`src/rtl/thr_evt_pkg.sv`:
```
package thr_evt_pkg;
  typedef enum logic [1:0] {
    SRC_DTYPE = 2'd0,
    SRC_TOTAL = 2'd1,
    SRC_POOL  = 2'd2
  } src_e;

  // control word bit positions
  localparam int CTL_IFACE    = 0;
  localparam int CTL_LIMIT    = 1;
  localparam int CTL_EN_BASE  = 2;  // enables: +0 dtype, +1 total, +2 pool
  localparam int CTL_WIDTH    = 5;

  // register addresses
  localparam int ADR_CTRL  = 0;
  localparam int ADR_DTHR  = 1;
  localparam int ADR_TTHR  = 2;
  localparam int ADR_PTHR0 = 3;
endpackage

```
`src/rtl/thr_cross_det.sv`:
```
module thr_cross_det #(
  parameter int CW = 12
) (
  input  logic          clk,
  input  logic          rst,
  input  logic [CW-1:0] count,
  input  logic [CW-1:0] thr,
  output logic          rise
);
  logic above;
  logic above_q;

  assign above = (count >= thr);

  always_ff @(posedge clk) begin
    if (rst) above_q <= 1'b1;
    else     above_q <= above;
  end

  assign rise = above & ~above_q;
endmodule

```
`src/rtl/thr_cfg_regs.sv`:
```
module thr_cfg_regs
  import thr_evt_pkg::*;
#(
  parameter int NUM_POOLS = 8,
  parameter int CW        = 12,
  parameter int ADDR_W    = 4,
  parameter int DW        = 12
) (
  input  logic                    clk,
  input  logic                    rst,
  input  logic                    we,
  input  logic [ADDR_W-1:0]       addr,
  input  logic [DW-1:0]           wdata,
  input  logic [2:0]              en_clr,
  output logic                    wr_ctrl,
  output logic                    iface_en,
  output logic                    limit_mode,
  output logic [2:0]              en_q,
  output logic [CW-1:0]           dthr,
  output logic [CW-1:0]           tthr,
  output logic [NUM_POOLS*CW-1:0] pthr,
  output logic [DW-1:0]           rdata
);
  logic [CW-1:0] pthr_q [NUM_POOLS];
  logic [DW-1:0] rd_mux;

  assign wr_ctrl = we && (addr == ADDR_W'(ADR_CTRL));

  always_ff @(posedge clk) begin
    if (rst) begin
      iface_en   <= 1'b0;
      limit_mode <= 1'b0;
      en_q       <= 3'b000;
      dthr       <= '1;
      tthr       <= '1;
      for (int p = 0; p < NUM_POOLS; p++) pthr_q[p] <= '1;
    end else begin
      if (wr_ctrl) begin
        iface_en   <= wdata[CTL_IFACE];
        limit_mode <= wdata[CTL_LIMIT];
        en_q       <= wdata[CTL_EN_BASE +: 3];
      end else begin
        en_q <= en_q & ~en_clr;
      end
      if (we && addr == ADDR_W'(ADR_DTHR)) dthr <= wdata[CW-1:0];
      if (we && addr == ADDR_W'(ADR_TTHR)) tthr <= wdata[CW-1:0];
      for (int p = 0; p < NUM_POOLS; p++) begin
        if (we && addr == ADDR_W'(ADR_PTHR0 + p)) pthr_q[p] <= wdata[CW-1:0];
      end
    end
  end

  for (genvar g = 0; g < NUM_POOLS; g++) begin : g_pflat
    assign pthr[g*CW +: CW] = pthr_q[g];
  end

  always_comb begin
    rd_mux = '0;
    if (addr == ADDR_W'(ADR_CTRL)) begin
      rd_mux[CTL_IFACE]        = iface_en;
      rd_mux[CTL_LIMIT]        = limit_mode;
      rd_mux[CTL_EN_BASE +: 3] = en_q;
    end else if (addr == ADDR_W'(ADR_DTHR)) begin
      rd_mux = DW'(dthr);
    end else if (addr == ADDR_W'(ADR_TTHR)) begin
      rd_mux = DW'(tthr);
    end else begin
      for (int p = 0; p < NUM_POOLS; p++) begin
        if (addr == ADDR_W'(ADR_PTHR0 + p)) rd_mux = DW'(pthr_q[p]);
      end
    end
  end

  always_ff @(posedge clk) begin
    if (rst) rdata <= '0;
    else     rdata <= rd_mux;
  end
endmodule

```
`src/rtl/thr_event_arb.sv`:
```
module thr_event_arb
  import thr_evt_pkg::*;
#(
  parameter int NUM_POOLS = 8,
  parameter int PW        = 3
) (
  input  logic                 clk,
  input  logic                 rst,
  input  logic                 iface_en,
  input  logic                 req_dtype,
  input  logic                 req_total,
  input  logic [NUM_POOLS-1:0] req_pool,
  input  logic                 ev_ready,
  output logic                 ev_valid,
  output logic [1:0]           ev_src,
  output logic [PW-1:0]        ev_pool
);
  logic                 pend_d, pend_t;
  logic [NUM_POOLS-1:0] pend_p;
  logic                 load;
  logic                 take_d, take_t;
  logic [NUM_POOLS-1:0] take_p, low_p;
  src_e                 sel_src;
  logic [PW-1:0]        sel_pool;

  assign load  = iface_en && (!ev_valid || ev_ready) && (pend_d || pend_t || (|pend_p));
  assign low_p = pend_p & (~pend_p + 1'b1);

  always_comb begin
    take_d   = 1'b0;
    take_t   = 1'b0;
    take_p   = '0;
    sel_src  = SRC_DTYPE;
    sel_pool = '0;
    if (pend_t) begin
      take_t  = load;
      sel_src = SRC_TOTAL;
    end else if (|pend_p) begin
      take_p  = load ? low_p : '0;
      sel_src = SRC_POOL;
      for (int p = NUM_POOLS - 1; p >= 0; p--) begin
        if (pend_p[p]) sel_pool = PW'(p);
      end
    end else if (pend_d) begin
      take_d  = load;
      sel_src = SRC_DTYPE;
    end
  end

  always_ff @(posedge clk) begin
    if (rst || !iface_en) begin
      pend_d <= 1'b0;
      pend_t <= 1'b0;
      pend_p <= '0;
    end else begin
      pend_d <= (pend_d & ~take_d) | req_dtype;
      pend_t <= (pend_t & ~take_t) | req_total;
      pend_p <= (pend_p & ~take_p) | req_pool;
    end
  end

  always_ff @(posedge clk) begin
    if (rst) begin
      ev_valid <= 1'b0;
      ev_src   <= 2'd0;
      ev_pool  <= '0;
    end else if (load) begin
      ev_valid <= 1'b1;
      ev_src   <= sel_src;
      ev_pool  <= sel_pool;
    end else if (ev_ready) begin
      ev_valid <= 1'b0;
    end
  end
endmodule

```
`src/rtl/thr_event_gen.sv`:
```
module thr_event_gen
  import thr_evt_pkg::*;
#(
  parameter int  NUM_POOLS = 8,
  parameter int  CW        = 12,
  localparam int ADDR_W    = $clog2(NUM_POOLS + 3),
  localparam int DW        = (CW > CTL_WIDTH) ? CW : CTL_WIDTH,
  localparam int PW        = (NUM_POOLS > 1) ? $clog2(NUM_POOLS) : 1
) (
  input  logic                    clk,
  input  logic                    rst,
  input  logic                    reg_we,
  input  logic [ADDR_W-1:0]       reg_addr,
  input  logic [DW-1:0]           reg_wdata,
  output logic [DW-1:0]           reg_rdata,
  input  logic [CW-1:0]           dtype_count,
  input  logic [CW-1:0]           total_count,
  input  logic [NUM_POOLS*CW-1:0] pool_count,
  output logic                    ev_valid,
  input  logic                    ev_ready,
  output logic [1:0]              ev_src,
  output logic [PW-1:0]           ev_pool
);
  logic                    wr_ctrl, iface_en, limit_mode;
  logic [2:0]              en_q, src_req, en_clr;
  logic [CW-1:0]           dthr, tthr;
  logic [NUM_POOLS*CW-1:0] pthr;
  logic                    rise_d, rise_t;
  logic [NUM_POOLS-1:0]    rise_p, req_p;
  logic                    req_d, req_t;

  thr_cfg_regs #(.NUM_POOLS(NUM_POOLS), .CW(CW), .ADDR_W(ADDR_W), .DW(DW)) regs_i (
    .clk(clk), .rst(rst), .we(reg_we), .addr(reg_addr), .wdata(reg_wdata),
    .en_clr(en_clr), .wr_ctrl(wr_ctrl), .iface_en(iface_en),
    .limit_mode(limit_mode), .en_q(en_q), .dthr(dthr), .tthr(tthr),
    .pthr(pthr), .rdata(reg_rdata)
  );

  thr_cross_det #(.CW(CW)) det_d_i (
    .clk(clk), .rst(rst), .count(dtype_count), .thr(dthr), .rise(rise_d)
  );
  thr_cross_det #(.CW(CW)) det_t_i (
    .clk(clk), .rst(rst), .count(total_count), .thr(tthr), .rise(rise_t)
  );
  for (genvar g = 0; g < NUM_POOLS; g++) begin : g_pool
    thr_cross_det #(.CW(CW)) det_p_i (
      .clk(clk), .rst(rst), .count(pool_count[g*CW +: CW]),
      .thr(pthr[g*CW +: CW]), .rise(rise_p[g])
    );
  end

  assign req_d   = rise_d & en_q[0] & iface_en;
  assign req_t   = rise_t & en_q[1] & iface_en;
  assign req_p   = rise_p & {NUM_POOLS{en_q[2] & iface_en}};
  assign src_req = {|req_p, req_t, req_d};
  assign en_clr  = src_req & {3{limit_mode}};

  thr_event_arb #(.NUM_POOLS(NUM_POOLS), .PW(PW)) arb_i (
    .clk(clk), .rst(rst), .iface_en(iface_en), .req_dtype(req_d),
    .req_total(req_t), .req_pool(req_p), .ev_ready(ev_ready),
    .ev_valid(ev_valid), .ev_src(ev_src), .ev_pool(ev_pool)
  );
endmodule

```
`config.mk`:
```
export PLATFORM = sky130hd
export DESIGN_NAME = thr_event_gen
export DESIGN_NICKNAME = d
export VERILOG_FILES = /design/src/rtl/thr_evt_pkg.sv /design/src/rtl/thr_cross_det.sv /design/src/rtl/thr_cfg_regs.sv /design/src/rtl/thr_event_arb.sv /design/src/rtl/thr_event_gen.sv
export SDC_FILE = /design/constraint.sdc
export NUM_CORES = 1
export LEC_CHECK = 0
export CAP_MARGIN = 25
export CORE_MARGIN = 2
export CORE_UTILIZATION = 45
export CTS_BUF_LIST = sky130_fd_sc_hd__clkbuf_16
export CTS_CLUSTER_SIZE = 24
export DETAILED_ROUTE_END_ITERATION = 6
export PLACE_DENSITY_LB_ADDON = 0.08
export REMOVE_ABC_BUFFERS = 1
export SLEW_MARGIN = 20
export SYNTH_ARGS = -nofsm -noshare
export SYNTH_HDL_FRONTEND = slang
export SYNTH_HIERARCHICAL = 1
export SYNTH_SLANG_ARGS = --single-unit
```
`constraint.sdc`:
```
create_clock -name clk -period 2.05 [get_ports clk]
set_input_delay 0.41 -clock clk [delete_from_list [all_inputs] [get_ports clk]]
set_output_delay 0.41 -clock clk [all_outputs]
set_load 0.01 [all_outputs]
```
* Word-level counts from Yosys, hierarchy flattened *
Memories as Yosys holds them, arrays and structs flattened.
Cells that the tools add are included.
Widths: inputs -> output; s select.

operators by class
  add/sub/neg operators = 1
  multipliers = 0
  div/mod/pow operators = 0
  $lt $le $gt $ge = 10
  equality and inequality tests = 10
  shift-type cells = 0
  multiplexer cells = 67
  bitwise gates (word level) = 48
  reductions and logical operators = 24

operators with widths
  cell                 count
  $mux 12              18
  $ge 12x12->1         10
  $mux 3               11
  $mux 1               32
  $and 8x8->8          3
  $mux 8               3
  $and 1x1->1          17
  $eq 4x3->1 const B   4
  $not 8->8            2
  $reduce_or 8->1      2
  $logic_and 1x1->1    13
  $eq 4x4->1 const B   3
  $not 1->1            12
  $or 1x1->1           10
  $add 8x1->8 const B  1
  $eq 4x2->1 const B   2
  $or 8x8->8           1
  $and 3x3->3          2
  $mux 5               1
  $eq 4x1->1 const B   1
  $logic_not 4->1      1
  $logic_or 1x1->1     4
  $mux 2               2
  $not 3->3            1
  other kinds (3)      4

storage, ports and cells
  bits in registers = 67
  latch bits = 0
  bits in writable memories = 96
  memory bits (read-only) = 0
  output and inout port bits = 18
  word-level logic and storage cells = 184
  memories = 1

memories
  memory         words  width  rd ports  clocked after memory_dff  write ports  RTL line            text
  regs_i.pthr_q  8      12     8         0                         8            thr_cfg_regs.sv:24  logic [CW-1:0] pthr_q [NUM_POOLS];

* Logic depth before layout (Yosys ltp) *
Gate-level depths: netlist of run 1.

  word-level depth = 12
  depth in mapped cells = 10

* Hierarchy *
Netlist of run 1, hierarchy kept.

by module, submodules not included
  module         instances  cells an instance  area an instance (um^2)  seq. area each (um^2)
  thr_cfg_regs   1          568                6090.8                   3703.6
  thr_cross_det  10         45                 332.8                    20.0
  thr_event_arb  1          83                 689.4                    320.3
  thr_event_gen  1          17                 113.9                    0.0

* Worst setup path before layout of run 1 *
No wires, ideal clock.

  kind = input -> register
  start = input pool_count[74]
  end = register regs_i.en_q[2]
  arrival time = 1946 ps
  required time = 1980 ps
  setup slack = 34 ps
  stages = 9
  path buffers = 0
  cells stage by stage = ha_1 -> a211oi_2 -> o21ai_1 -> a211oi_2 -> o31ai_1 -> nor4_1 -> a21oi_1 -> nand3b_1 -> a21oi_1

between the ends
  word-level cells in the longest chain between the ends = 8

RTL lines
  what                  RTL line             text
  start, declared       thr_event_gen.sv:18  input logic [NUM_POOLS*CW-1:0] pool_count,
  $ge 12x12->1          thr_cross_det.sv:13  assign above = (count >= thr);
  $and 1x1->1           thr_cross_det.sv:20  assign rise = above & ~above_q;
  named net rise_p[6]   thr_event_gen.sv:29  logic [NUM_POOLS-1:0] rise_p, req_p;
  $and 8x8->8           thr_event_gen.sv:54  assign req_p = rise_p & {NUM_POOLS{en_q[2] & iface_en}};
  $reduce_or 8->1       thr_event_gen.sv:55  assign src_req = {|req_p, req_t, req_d};
  $and 3x3->3           thr_event_gen.sv:56  assign en_clr = src_req & {3{limit_mode}};
  named net en_clr[2]   thr_event_gen.sv:25  logic [2:0] en_q, src_req, en_clr;
  $not 3->3             thr_cfg_regs.sv:43   en_q <= en_q & ~en_clr;
  $and 3x3->3           thr_cfg_regs.sv:43
  $mux 3                thr_cfg_regs.sv:38   if (wr_ctrl) begin
  end signal, assigned  thr_cfg_regs.sv:41   en_q <= wdata[CTL_EN_BASE +: 3];
  end signal, assigned  thr_cfg_regs.sv:43
  end, declared         thr_cfg_regs.sv:18   output logic [2:0] en_q,

The timed path passes the listed nets, and every way through them passes these cells.
A chain may end at the register's enable or synchronous reset.

==> impl_results.md, run 1 <==
* Worst Setup Path Type: flip-flop to flip-flop
* Clk slew on worst S/H paths at 0.07 ns
* Clock buffers created by TritonCTS at 17
* Post-synthesis instance total at 1118
* Routed length per instance at 18.18 um
* Aggregate routed wire length at 31.67 mm
* Dpl hpwl at 24.47 mm
* Required arrival time at the worst endpoint at 2.41 ns
* Die X at 154.7 um
* Total number of nets in the final design at 1704
* Count of vias placed by the detailed router at 9448
* MaxCap Viol Count at 0
* Clock tree from TritonCTS: yes
* Cell area power density at 615.6 mW/mm2
* Die height at 154.7 um
* Number of warnings printed during yosys synthesis at 6
* Clock insertion delay at the later pin of the skew report at 0.43 ns
* CTS HTree Levels at 4
* # clock sinks at 163
* Maximum vdd ir drop at 0.0004691 V
* Clock period minus final worst setup slack at 2.361 ns
* Share of synthesized area occupied by flip-flops and latches at 41.32%
* Dominant register cell in the synthesized netlist: sky130_fd_sc_hd__edfxtp_1
* Vias in the first global route at 9182
* Clock tree root driver cell: sky130_fd_sc_hd__clkbuf_16
* Flip-flop and latch count after synthesis at 163
* DR iter-0 viols at 558
* Worst relative slew slack at 68.92%
* Final cycle utilization of the critical path at 115.2%
* FP Rows at 55
* Slowest stage cell, crit path: sky130_fd_sc_hd__edfxtp_1
* Area after DPL at 0.01337 mm2
* Violations in the final reports: negative setup slack
* Initial antenna violation count at 0
* Hold Buf Count CTS at 0
* Starting Density at 45.43%
* Fin. max-slew vios at 0
* Mapped Area at 0.01022 mm2
* Drt drc at 0
* RSZ-0062 raised after global routing: yes
* DIE AREA at 0.02394 mm2
* Standard cell core area at 0.02250 mm2
* Via density at 5.424
* Largest net degree at the start of global routing at 35
* Mean Syn Cell Area at 9.143 um2
* HP Class: input port to flip-flop
* CP max stage delay at 0.42 ns
* Count of buffers from port buffering at 157
* Final count of negative-setup-slack endpoints at 1
* Area of the multi-input gates at 0.005448 mm2
* Origin of the critical flop-to-flop path: regs_i/pthr_q[1][14]
* Leakage at 6.358 nW
* RD Place Congestion at 0.9470
* Startpoint of the most critical hold path: rst
* # IOs at 158
* Crit path arrival time at 2.73 ns
* Number of enable flip-flop cells after synthesis at 96
* Wire length of the first global-routing pass at 48.00 mm
* Post-synth ARST share at 0%
* Count of TritonRoute iterations in the first routing pass at 7
* Worst Path Buf+Inv at 2
* Post-route setup TNS at -0.3108 ns
* Crit-path max FO at 2
* Final ANT Viol Nets at 0
* Number of diodes at 0
* Crit path capture type: flip-flop
* Chain of cells forming the critical path: inv_1, ha_1, a211oi_2, o21ai_2, a211oi_2, buf_4, o31ai_1, nor4_1, a21oi_1, nand3b_1, a21oi_1
* Fraction of layout cells with a size suffix above 1 at 22.03%
* Congestion Overflow GR at 0
* Number of distinct library cells after synthesis at 63
* Count of filler cells inserted in the layout at 1869
* Peak Freq at 423.6 MHz
* Final critical-path setup slack at -0.3108 ns
* Layout overhead on the synthesized area at 40.31%
* Outcome: finished, violations left
* Area taken by flip-flops and latches at 0.004233 mm2
* Count of final hold-check violations at 0
* Maximum root-to-sink buffer count at 2
* Beginning of the critical path: regs_i/pthr_q[1][14]
* Slew at the pin with the worst max-slew slack at 0.4544 ns
* Final cell area excluding filler cells at 0.01434 mm2
* Global-route usage over all layers at 26.44%
* Cell family contributing the most delay on the critical path: compound AO/OA/AOI/OAI gates
* Kind of start point of the critical path: flip-flop
* Skew final at 0.007336 ns
[cells by family after synthesis]
group	after synthesis	synth area share, %
adder cells (fa/ha/maj)	120	14.69
multiplexers	22	2.240
buffers and inverters	189	7.723
AO/OA/AOI/OAI	256	17.07
AND/OR/NAND/NOR	368	16.95
flip-flops	163	41.32
[per-stage QoR]
| stage | cells | worst slack [ns] | total power, mW | hold WS, ns | util (%) |
|---|---|---|---|---|---|
| final | 1742 | -0.3108 | 8.829 | 0.4627 | 63.74 |
| after CTS | 1736 | -0.3319 | 8.807 | 0.4418 | 62.76 |
| after detailed placement | 1691 | -0.9957 | 5.634 | 0.4632 | 59.42 |
| after global routing | 1742 | -0.4518 | 9.181 | 0.4752 | 63.74 |
| after floorplan | 1073 | -0.1072 | 4.585 | 0.4381 | - |
| after global placement | 1691 | -0.9647 | 5.596 | 0.4552 | 59.42 |
[Yosys cell counts, types with 4 or more instances]
library cell               instances  area share, %
sky130_fd_sc_hd__nand3b_1         16            1.2
sky130_fd_sc_hd__mux2_2            4           0.44
sky130_fd_sc_hd__o21ai_1          26            1.3
sky130_fd_sc_hd__nand3_1           9           0.44
sky130_fd_sc_hd__and3_1           11           0.67
sky130_fd_sc_hd__or2_2             7           0.43
sky130_fd_sc_hd__buf_4             6           0.44
sky130_fd_sc_hd__o31ai_1          10           0.73
sky130_fd_sc_hd__buf_6             4           0.44
sky130_fd_sc_hd__nor3_1            9           0.44
sky130_fd_sc_hd__nand2b_1         17            1.0
sky130_fd_sc_hd__a211oi_2         20            2.4
sky130_fd_sc_hd__ha_1            120             15
sky130_fd_sc_hd__a22oi_1           6           0.44
sky130_fd_sc_hd__a21o_1            5           0.37
sky130_fd_sc_hd__buf_2            22            1.1
sky130_fd_sc_hd__a211oi_1         15            1.1
sky130_fd_sc_hd__a32oi_1           4           0.34
sky130_fd_sc_hd__nor2b_1          19            1.2
sky130_fd_sc_hd__nand2_1         161            5.9
sky130_fd_sc_hd__o21ai_0          54            2.6
sky130_fd_sc_hd__a221oi_1          5           0.43
sky130_fd_sc_hd__inv_1           143            5.3
sky130_fd_sc_hd__a311o_1           4           0.39
sky130_fd_sc_hd__o22ai_1           9           0.55
sky130_fd_sc_hd__edfxtp_1         96             28
sky130_fd_sc_hd__clkbuf_1         13           0.48
sky130_fd_sc_hd__nand4_1          25            1.5
sky130_fd_sc_hd__dfxtp_1          67             13
sky130_fd_sc_hd__mux2i_1          15            1.5
sky130_fd_sc_hd__a21oi_1          67            3.3
sky130_fd_sc_hd__nor2_1           77            2.8
[state kept, by name, indices dropped and copies added, names as in the netlist, 2 cells and up]
signal and flops:
regs_i/pthr_q 96, regs_i/dthr 12, regs_i/rdata 12, regs_i/tthr 12, arb_i/pend_p 8, g_pool.det_p_i/above_q 8
arb_i/ev_pool 3, regs_i/en_q 3, arb_i/ev_src 2
[cell usage in the layout, fill, tap and decap left out, types with 9 or more instances in the layout]
cell type,n
sky130_fd_sc_hd__nand3b_1,16
sky130_fd_sc_hd__and3_1,11
sky130_fd_sc_hd__buf_4,182
sky130_fd_sc_hd__nor2_1,77
sky130_fd_sc_hd__nand4_1,25
sky130_fd_sc_hd__nor2b_1,18
sky130_fd_sc_hd__a211oi_2,24
sky130_fd_sc_hd__ha_1,109
sky130_fd_sc_hd__nand3_1,9
sky130_fd_sc_hd__o21ai_1,28
sky130_fd_sc_hd__a211oi_1,11
sky130_fd_sc_hd__dfxtp_1,60
sky130_fd_sc_hd__buf_12,13
sky130_fd_sc_hd__inv_1,136
sky130_fd_sc_hd__nand2_1,161
sky130_fd_sc_hd__mux2i_1,15
sky130_fd_sc_hd__clkbuf_16,17
sky130_fd_sc_hd__a21oi_1,65
sky130_fd_sc_hd__o21ai_0,51
sky130_fd_sc_hd__o22ai_1,9
sky130_fd_sc_hd__clkdlybuf4s50_1,147
sky130_fd_sc_hd__nor3_1,9
sky130_fd_sc_hd__edfxtp_1,96
sky130_fd_sc_hd__nand2b_1,17
[where the power goes]
part | leakage (nW) | total (mW) | switching [mW] | internal [mW]
registers | 1.50 | 3.78 | 0.119 | 3.66
clock network | 0.277 | 3.14 | 1.44 | 1.71
logic | 4.58 | 1.91 | 0.919 | 0.987
[area by class of cell]
| type | count | area share (%) |
|---|---|---|
| clock inverter | 15 | 1.021 |
| timing repair buffer | 352 | 22.26 |
| tap | 285 | 2.486 |
| sequential | 163 | 29.51 |
| clock buffer | 17 | 2.966 |
| inverter | 144 | 3.769 |
| multi-input combinational | 766 | 37.98 |
[worst min-delay path, delay by kind of cell]
| kind | cells | cell delay (ns) |
|---|---|---|
| buf+inv | 1 | 0.23 |
| simple gates | 1 | 0.14 |
| compound gates | 1 | 0.06 |
[per-layer routing]
metal | up-vias | share of wire, % | track usage, %
li1 | 4607 | - | -
met1 | 4453 | 44 | 34.73
met2 | 337 | 48 | 44.32
met3 | 51 | 6.0 | 3.755
met4 | 0 | 2.8 | 10.14
met5 | - | 0 | 0
[repair_timing]
item | CTS | global route
resized for setup | 16 | 44
endpoints found under the setup margin | 6 | 24
setup buffers | 13 | 7
pin swaps | 15 | 36
[worst paths after layout]
path	slack (ns)	end	depth (start not counted)
max	-0.31	regs_i/en_q[2]	11
min	0.46	g_pool[2].det_p_i/above_q	3
max reg2reg	-0.31	regs_i/en_q[2]	11
min reg2reg	0.47	arb_i/ev_pool[1]	2
Note: power is estimated with default switching activity, not from simulation.
==> run 2: changes to the inputs <==
clock period = 2.44 ns   (was 2.05 ns; I/O delays follow)
==> run 2 against run 1 <==
- the run ends with design-rule violations left
- clock skew grew 0.0012 ns
- setup slack gained 0.41 ns
- non-clock buffer count shrank 93
- design area shrank 6.2%
- via count shrank 4.1%
- critical path type is now input port to flip-flop
==> impl_results.md, run 2 (same netlist as run 1, synthesis figures left out) <==
* Outcome: finished, violations left
* Violations in the final reports: design-rule violations
* Count of vias placed by the detailed router at 9062 (-4.1%)
* Flip-flop count of the largest register after layout at 96 (unchanged)
* Congestion Overflow GR at 0 (unchanged)
* Clk slew on worst S/H paths at 0.06 ns (about the same)
* Count of buffers from port buffering at 157 (unchanged)
* Maximum root-to-sink buffer count at 2 (unchanged)
* Clock insertion delay at the later pin of the skew report at 0.43 ns (about the same)
* Final critical-path setup slack at 0.09457 ns (+0.4053 ns)
* Crit-path max FO at 2 (unchanged)
* HP Class: flip-flop to flip-flop
* Standard cell core area at 0.02250 mm2 (unchanged)
* DR iter-0 viols at 717 (+28%)
* Startpoint of the most critical hold path: regs_i/dthr[4]
* Clock buffers created by TritonCTS at 17 (unchanged)
* Kind of start point of the critical path: input port
* Routed length per instance at 18.66 um (+2.7%)
* Count of filler cells inserted in the layout at 2000 (+7.0%)
* DIE AREA at 0.02394 mm2 (unchanged)
* Clock tree root driver cell: sky130_fd_sc_hd__clkbuf_16
* Post-Place Worst Slack at -0.4395 ns (+0.5562 ns)
* Final ANT Viol Nets at 0 (unchanged)
* # clock sinks at 163 (unchanged)
* Aggregate routed wire length at 30.78 mm (-2.8%)
* Slew at the pin with the worst max-slew slack at 0.6497 ns (+0.1953 ns)
* Final cycle utilization of the critical path at 96.12%
* Global-route usage over all layers at 25.83% (-0.61 points)
* Cell area power density at 545.8 mW/mm2 (-11%)
* Beginning of the critical path: pool_count[50]
* Wire length of the first global-routing pass at 46.80 mm (-2.5%)
* MaxCap Viol Count at 0 (unchanged)
* Die X at 154.7 um (unchanged)
* Leading cell type in the layout, fill and taps excluded: sky130_fd_sc_hd__nand2_1
* Worst Setup Path Type: input port to flip-flop
* Fin. max-slew vios at 0 (unchanged)
* Maximum vdd ir drop at 0.0004372 V (-6.8%)
* Vias in the first global route at 8810 (-4.1%)
* Endpoint of the lowest-slack register-to-register path: regs_i/en_q[2]
* CTS HTree Levels at 4 (unchanged)
* Starting Density at 45.43% (unchanged)
* Drt drc at 4 (+4)
* # IOs at 158 (unchanged)
* Via density at 5.495 (+1.3%)
* Peak Freq at 426.4 MHz
* Final cell area excluding filler cells at 0.01346 mm2 (-6.2%)
* Crit path capture type: flip-flop
* Die height at 154.7 um (unchanged)
* Leakage at 5.903 nW (-7.2%)
* Clock period minus final worst setup slack at 2.345 ns
* Fraction of layout cells with a size suffix above 1 at 14.22% (-7.8 points)
* Register-to-Register Path Depth at 11 (unchanged)
* RD Place Congestion at 0.8936 (-5.6%)
* Initial antenna violation count at 0 (unchanged)
* Required arrival time at the worst endpoint at 2.81 ns (+0.40 ns)
* Largest net degree at the start of global routing at 39 (+11%)
* Dpl hpwl at 24.36 mm (-0.49%)
* Crit path arrival time at 2.72 ns (about the same)
* Count of TritonRoute iterations in the first routing pass at 7 (unchanged)
* Clock tree from TritonCTS: yes
* Power, Total at 7.345 mW (-17%)
* Number of diodes at 0 (unchanged)
* Final count of negative-setup-slack endpoints at 0 (-1)
* Worst relative slew slack at 56.69% (-12 points)
* Count of final hold-check violations at 0 (unchanged)
* Most frequent cells in the layout: sky130_fd_sc_hd__nand2_1 (161), sky130_fd_sc_hd__clkdlybuf4s50_1 (153), sky130_fd_sc_hd__inv_1 (145), sky130_fd_sc_hd__ha_1 (116), sky130_fd_sc_hd__edfxtp_1 (96)
* Register containing the most flip-flops in the final layout: regs_i/pthr_q
* Hold Path End: regs_i/dthr[4]
* Area after DPL at 0.01272 mm2 (-4.8%)
* Minimum setup slack among reg-to-reg paths at 0.13 ns (+0.44 ns)
* Worst hold stages at 2 (-1)
* Skew final at 0.008513 ns (+0.001176 ns)
* Origin of the critical flop-to-flop path: regs_i/pthr_q[1][14]
* Layout overhead on the synthesized area at 31.67%
* FP Rows at 55 (unchanged)
* Total number of nets in the final design at 1611 (-5.5%)
run 2: cell types whose count changed in the layout (fill, tap and decap cells not counted), moves of 5 or more:
cell,delta
sky130_fd_sc_hd__clkdlybuf4s50_1,+6
sky130_fd_sc_hd__dfxtp_2,-7
sky130_fd_sc_hd__ha_1,+7
sky130_fd_sc_hd__inv_2,-5
sky130_fd_sc_hd__inv_1,+9
sky130_fd_sc_hd__buf_4,-90
sky130_fd_sc_hd__o31ai_4,-5
sky130_fd_sc_hd__dfxtp_1,+7
run 2: worst max path at each step:
| stage | end | slack (ns) | cells after the start |
|---|---|---|---|
| finish | regs_i/en_q[2] | 0.09 | 10 |
| global route | regs_i/en_q[2] | -0.03 | 12 |
| CTS | regs_i/en_q[2] | 0.03 | 11 |
| detailed placement | regs_i/en_q[2] | -0.44 | 11 |
| global placement | regs_i/en_q[2] | -0.39 | 11 |
| floorplan | regs_i/pthr_q[0][36] | 0.20 | 4 |
run 2: area by class of cell:
type	instances	area, um2	area share [%]
Tap cell	285	356.6	2.649
Multi-Input combinational cell	766	5298	39.36
Clock inverter	15	165.2	1.227
Inverter	144	540.5	4.016
Timing Repair Buffer	259	2450	18.20
Sequential cell	163	4224	31.38
Clock buffer	17	425.4	3.161
run 2: per-stage QoR:
stage,TNS [ns],utilization (%),cells,hold slack (ns)
final,0,59.81,1649,0.4737
after global placement,-1.746,56.55,1610,0.4627
after CTS,0,59.17,1642,0.4805
after floorplan,0,-,1073,0.4381
after global routing,-0.02914,59.81,1649,0.4937
after detailed placement,-3.361,56.55,1610,0.4700
run 2: repair_timing:
| action | CTS | global route |
|---|---|---|
| setup buffers | 0 | 7 |
| resized for setup | 0 | 14 |
| setup endpoints to repair | 1 | 2 |
| hold buffers | 0 | 0 |
| pin swaps | 1 | 18 |
run 2: critical path, cell delays in order:
cell,delay [ns]
sky130_fd_sc_hd__clkdlybuf4s50_1,0.47
sky130_fd_sc_hd__ha_1,0.35
sky130_fd_sc_hd__a211oi_2,0.21
sky130_fd_sc_hd__o21ai_1,0.10
sky130_fd_sc_hd__a211oi_2,0.28
sky130_fd_sc_hd__o31ai_1,0.17
sky130_fd_sc_hd__nor4_1,0.23
sky130_fd_sc_hd__a21oi_1,0.11
sky130_fd_sc_hd__nand3b_1,0.17
sky130_fd_sc_hd__a21oi_2,0.12
run 2: where the power goes:
part | switching, mW | total [mW] | internal [mW]
combinational | 0.716 | 1.43 | 0.715
clock | 1.13 | 2.73 | 1.60
sequential | 0.110 | 3.19 | 3.08
run 2: per-layer routing:
metal | track usage (%) | vias up | part of all wire, % | wire (um)
li1 | - | 4421 | - | -
met1 | 33.93 | 4239 | 44 | 13440
met2 | 42.81 | 347 | 47 | 14470
met3 | 5.015 | 55 | 6.7 | 2053
met4 | 8.818 | 0 | 2.7 | 818
met5 | 0 | - | 0 | 0
==> run 3: changes to the inputs <==
CELL_PAD_IN_SITES_DETAIL_PLACEMENT = 1   (was default)
CELL_PAD_IN_SITES_GLOBAL_PLACEMENT = 1   (was default)
CORE_UTILIZATION = 42   (was 45)
==> run 3 against run 2 <==
- the run now ends clean
- cell count rose by 2.9%
- sequential power barely moved
- first-iteration DRC count fell by 17%
- combinational power rose by 5%
- via count rose by 2.9%
- die area rose by 7.0%
- flip-flop and latch count did not move
- core utilization fell by 3.6 points
- clock-buffer cell count did not move
- sequential share of layout area fell by 0.23 points
- critical path type unchanged
- largest power group unchanged
==> impl_results.md, run 3 (same netlist as run 1, synthesis figures left out) <==
* Minimum setup slack among reg-to-reg paths at 0.06 ns (-0.07 ns)
* Endpoint of the lowest-slack register-to-register path: regs_i/en_q[2]
* Fin. max-slew vios at 0 (unchanged)
* # IOs at 158 (unchanged)
* Worst Path Buf+Inv at 2 (+1)
* Clock tree from TritonCTS: yes
* Cells after DPL at 1656 (+2.9%)
* Final cell area excluding filler cells at 0.01356 mm2 (+0.75%)
* Chain of cells forming the critical path: clkdlybuf4s50_1, ha_1, a21oi_1, o21ai_0, nand2b_1, o31ai_4, nor4_2, buf_4, a21oi_2, nand3b_1, a21oi_2
* Count of TritonRoute iterations in the first routing pass at 5 (-2)
* HP Class: flip-flop to flip-flop
* Starting Density at 42.41% (-3.0 points)
* CTS HTree Levels at 4 (unchanged)
* Worst Setup Path Type: input port to flip-flop
* Maximum root-to-sink buffer count at 2 (unchanged)
* Cell family contributing the most delay on the critical path: compound AO/OA/AOI/OAI gates
* Dpl hpwl at 28.58 mm (+17%)
* Maximum vdd ir drop at 0.0003918 V (-10%)
* Library cell appearing most often on the critical path: sky130_fd_sc_hd__a21oi_2
* Register containing the most flip-flops in the final layout: regs_i/pthr_q
* Non-filler cells, final at 1696 (+2.9%)
* Cell area power density at 545.0 mW/mm2 (-0.14%)
* Beginning of the critical path: pool_count[11]
* Critical Path End: regs_i/en_q[2]
* Final count of negative-setup-slack endpoints at 0 (unchanged)
* Area after DPL at 0.01279 mm2 (+0.50%)
* CP max stage delay at 0.41 ns (-0.06 ns)
* Slowest stage cell, crit path: sky130_fd_sc_hd__clkdlybuf4s50_1
* Crit-path max FO at 3 (+1)
* Skew final at 0.008638 ns (+0.0001249 ns)
* Outcome: completed
* Worst relative slew slack at 55.34% (-1.4 points)
* Peak Freq at 416.5 MHz (-2.3%)
* Crit path capture type: flip-flop
* Required arrival time at the worst endpoint at 2.81 ns (about the same)
* Final ANT Viol Nets at 0 (unchanged)
* DIE AREA at 0.02560 mm2 (+7.0%)
* Count of vias placed by the detailed router at 9327 (+2.9%)
* Most frequent cells in the layout: sky130_fd_sc_hd__nand2_1 (161), sky130_fd_sc_hd__clkdlybuf4s50_1 (150), sky130_fd_sc_hd__inv_1 (143), sky130_fd_sc_hd__ha_1 (115), sky130_fd_sc_hd__buf_4 (103)
* Die height at 160.0 um (+3.4%)
* Worst hold-check slack at 0.4558 ns (-0.01794 ns)
* Fraction of layout cells with a size suffix above 1 at 15.31% (+1.1 points)
* Final cycle utilization of the critical path at 98.40% (+2.3 points)
* Clock insertion delay at the later pin of the skew report at 0.44 ns (about the same)
* Origin of the critical flop-to-flop path: regs_i/pthr_q[0][2]
* Clock buffers created by TritonCTS at 17 (unchanged)
* Post-Place Worst Slack at -0.5691 ns (-0.1296 ns)
* # clock sinks at 163 (unchanged)
* Hold Buf Count CTS at 0 (unchanged)
* Vias in the first global route at 9754 (+11%)
* Kind of start point of the critical path: input port
* Initial antenna violation count at 0 (unchanged)
* Aggregate routed wire length at 35.54 mm (+15%)
* FP Rows at 57 (+3.6%)
* Slew at the pin with the worst max-slew slack at 0.6700 ns (+0.02026 ns)
* Crit path arrival time at 2.77 ns (+0.05 ns)
* Drt drc at 0 (-4)
* Clock period minus final worst setup slack at 2.401 ns (+0.05548 ns)
* Clk slew on worst S/H paths at 0.06 ns (about the same)
* Global-route usage over all layers at 27.62% (+1.8 points)
* Count of buffers from port buffering at 157 (unchanged)
* Leading cell type in the layout, fill and taps excluded: sky130_fd_sc_hd__nand2_1
* DR iter-0 viols at 595 (-17%)
* Total number of nets in the final design at 1619 (+0.50%)
* Standard cell core area at 0.02411 mm2 (+7.1%)
* Wire length of the first global-routing pass at 53.74 mm (+15%)
* Via density at 5.499 (about the same)
* Congestion Overflow GR at 0 (unchanged)
* RD Place Congestion at 0.9398 (+5.2%)
* Die X at 160.0 um (+3.4%)
* Number of diodes at 0 (unchanged)
* Final critical-path setup slack at 0.03909 ns (-0.05548 ns)
* Flip-flop count of the largest register after layout at 96 (unchanged)
* Power, Total at 7.390 mW (+0.61%)
* Leakage at 5.934 nW (+0.53%)
* Clock tree root driver cell: sky130_fd_sc_hd__clkbuf_16
* Routed length per instance at 20.96 um (+12%)
* MaxCap Viol Count at 0 (unchanged)
* Largest net degree at the start of global routing at 30 (-23%)
* Register-to-Register Path Depth at 12 (+1)
* Layout overhead on the synthesized area at 32.66%
* Count of final hold-check violations at 0 (unchanged)
* Cell depth of the worst setup path at 11 (+1)
* RSZ-0062 raised after global routing: yes
[run 3: cell types whose count changed in the layout (fill, tap and decap cells not counted), sizes merged]
cell and change:
clkdlybuf4s50 -3, clkinv -2, dlymetal6s2s +3, bufinv -1
buf +8, clkinvlp +3
[run 3: what timing repair did]
action                                 4_1_cts  5_1_grt
setup endpoints to repair                    1        1
setup buffers                                6        2
pin swaps                                    9       17
gates resized for setup                      5       19
endpoints found under the hold margin        0        0
[run 3: metal layers]
layer  wire (um)  track usage [%]
met3        1826            3.636
met2       17140            47.40
met4         840            8.559
met1       15740            36.34
met5           0                0
[run 3: where the power goes]
group	switching [mW]	internal, mW
Clock	1.19	1.52
Sequential	0.113	3.08
Combinational	0.770	0.729
Total	2.07	5.32
[run 3: how the worst min path moves through the flow]
stage / slack [ns] / to / cells after the start / startpoint
6_report: 0.46 / arb_i/ev_pool[1] / 2 / arb_i/ev_pool[1]
5_1_grt: 0.49 / arb_i/ev_pool[0] / 2 / arb_i/ev_pool[0]
4_1_cts: 0.46 / arb_i/ev_pool[1] / 2 / arb_i/ev_pool[1]
3_5_place_dp: 0.45 / arb_i/ev_pool[1] / 2 / arb_i/ev_pool[1]
3_3_place_gp: 0.44 / arb_i/ev_src[0] / 2 / arb_i/ev_src[0]
2_1_floorplan: 0.44 / regs_i/rdata[2] / 2 / regs_i/en_q[0]
[run 3: layout make-up]
cell class	instances	area, um2
Clock buffer	17	425.4
Clock inverter	15	157.7
Fill cell	2837	10550
Inverter	144	540.5
Multi-Input combinational cell	766	5328
Sequential cell	163	4224
Tap cell	324	405.4
Timing Repair Buffer	267	2480
[run 3: per-stage QoR]
step,TNS (ns),utilization (%)
after floorplan,0,-
after global placement,-1.953,53.05
after detailed placement,-3.090,53.05
after CTS,0,55.80
after global routing,-0.08116,56.25
final,0,56.25
[run 3: worst register-to-register path, cell delays in order (launching register included)]
cell,delay [ns]
sky130_fd_sc_hd__edfxtp_1,0.42
sky130_fd_sc_hd__inv_2,0.09
sky130_fd_sc_hd__ha_4,0.20
sky130_fd_sc_hd__a211oi_2,0.16
sky130_fd_sc_hd__o21ai_1,0.11
sky130_fd_sc_hd__a211oi_2,0.24
sky130_fd_sc_hd__buf_4,0.19
sky130_fd_sc_hd__o31ai_4,0.07
sky130_fd_sc_hd__nor4_2,0.30
sky130_fd_sc_hd__buf_4,0.17
sky130_fd_sc_hd__a21oi_2,0.04
sky130_fd_sc_hd__nand3b_1,0.17
sky130_fd_sc_hd__a21oi_2,0.13
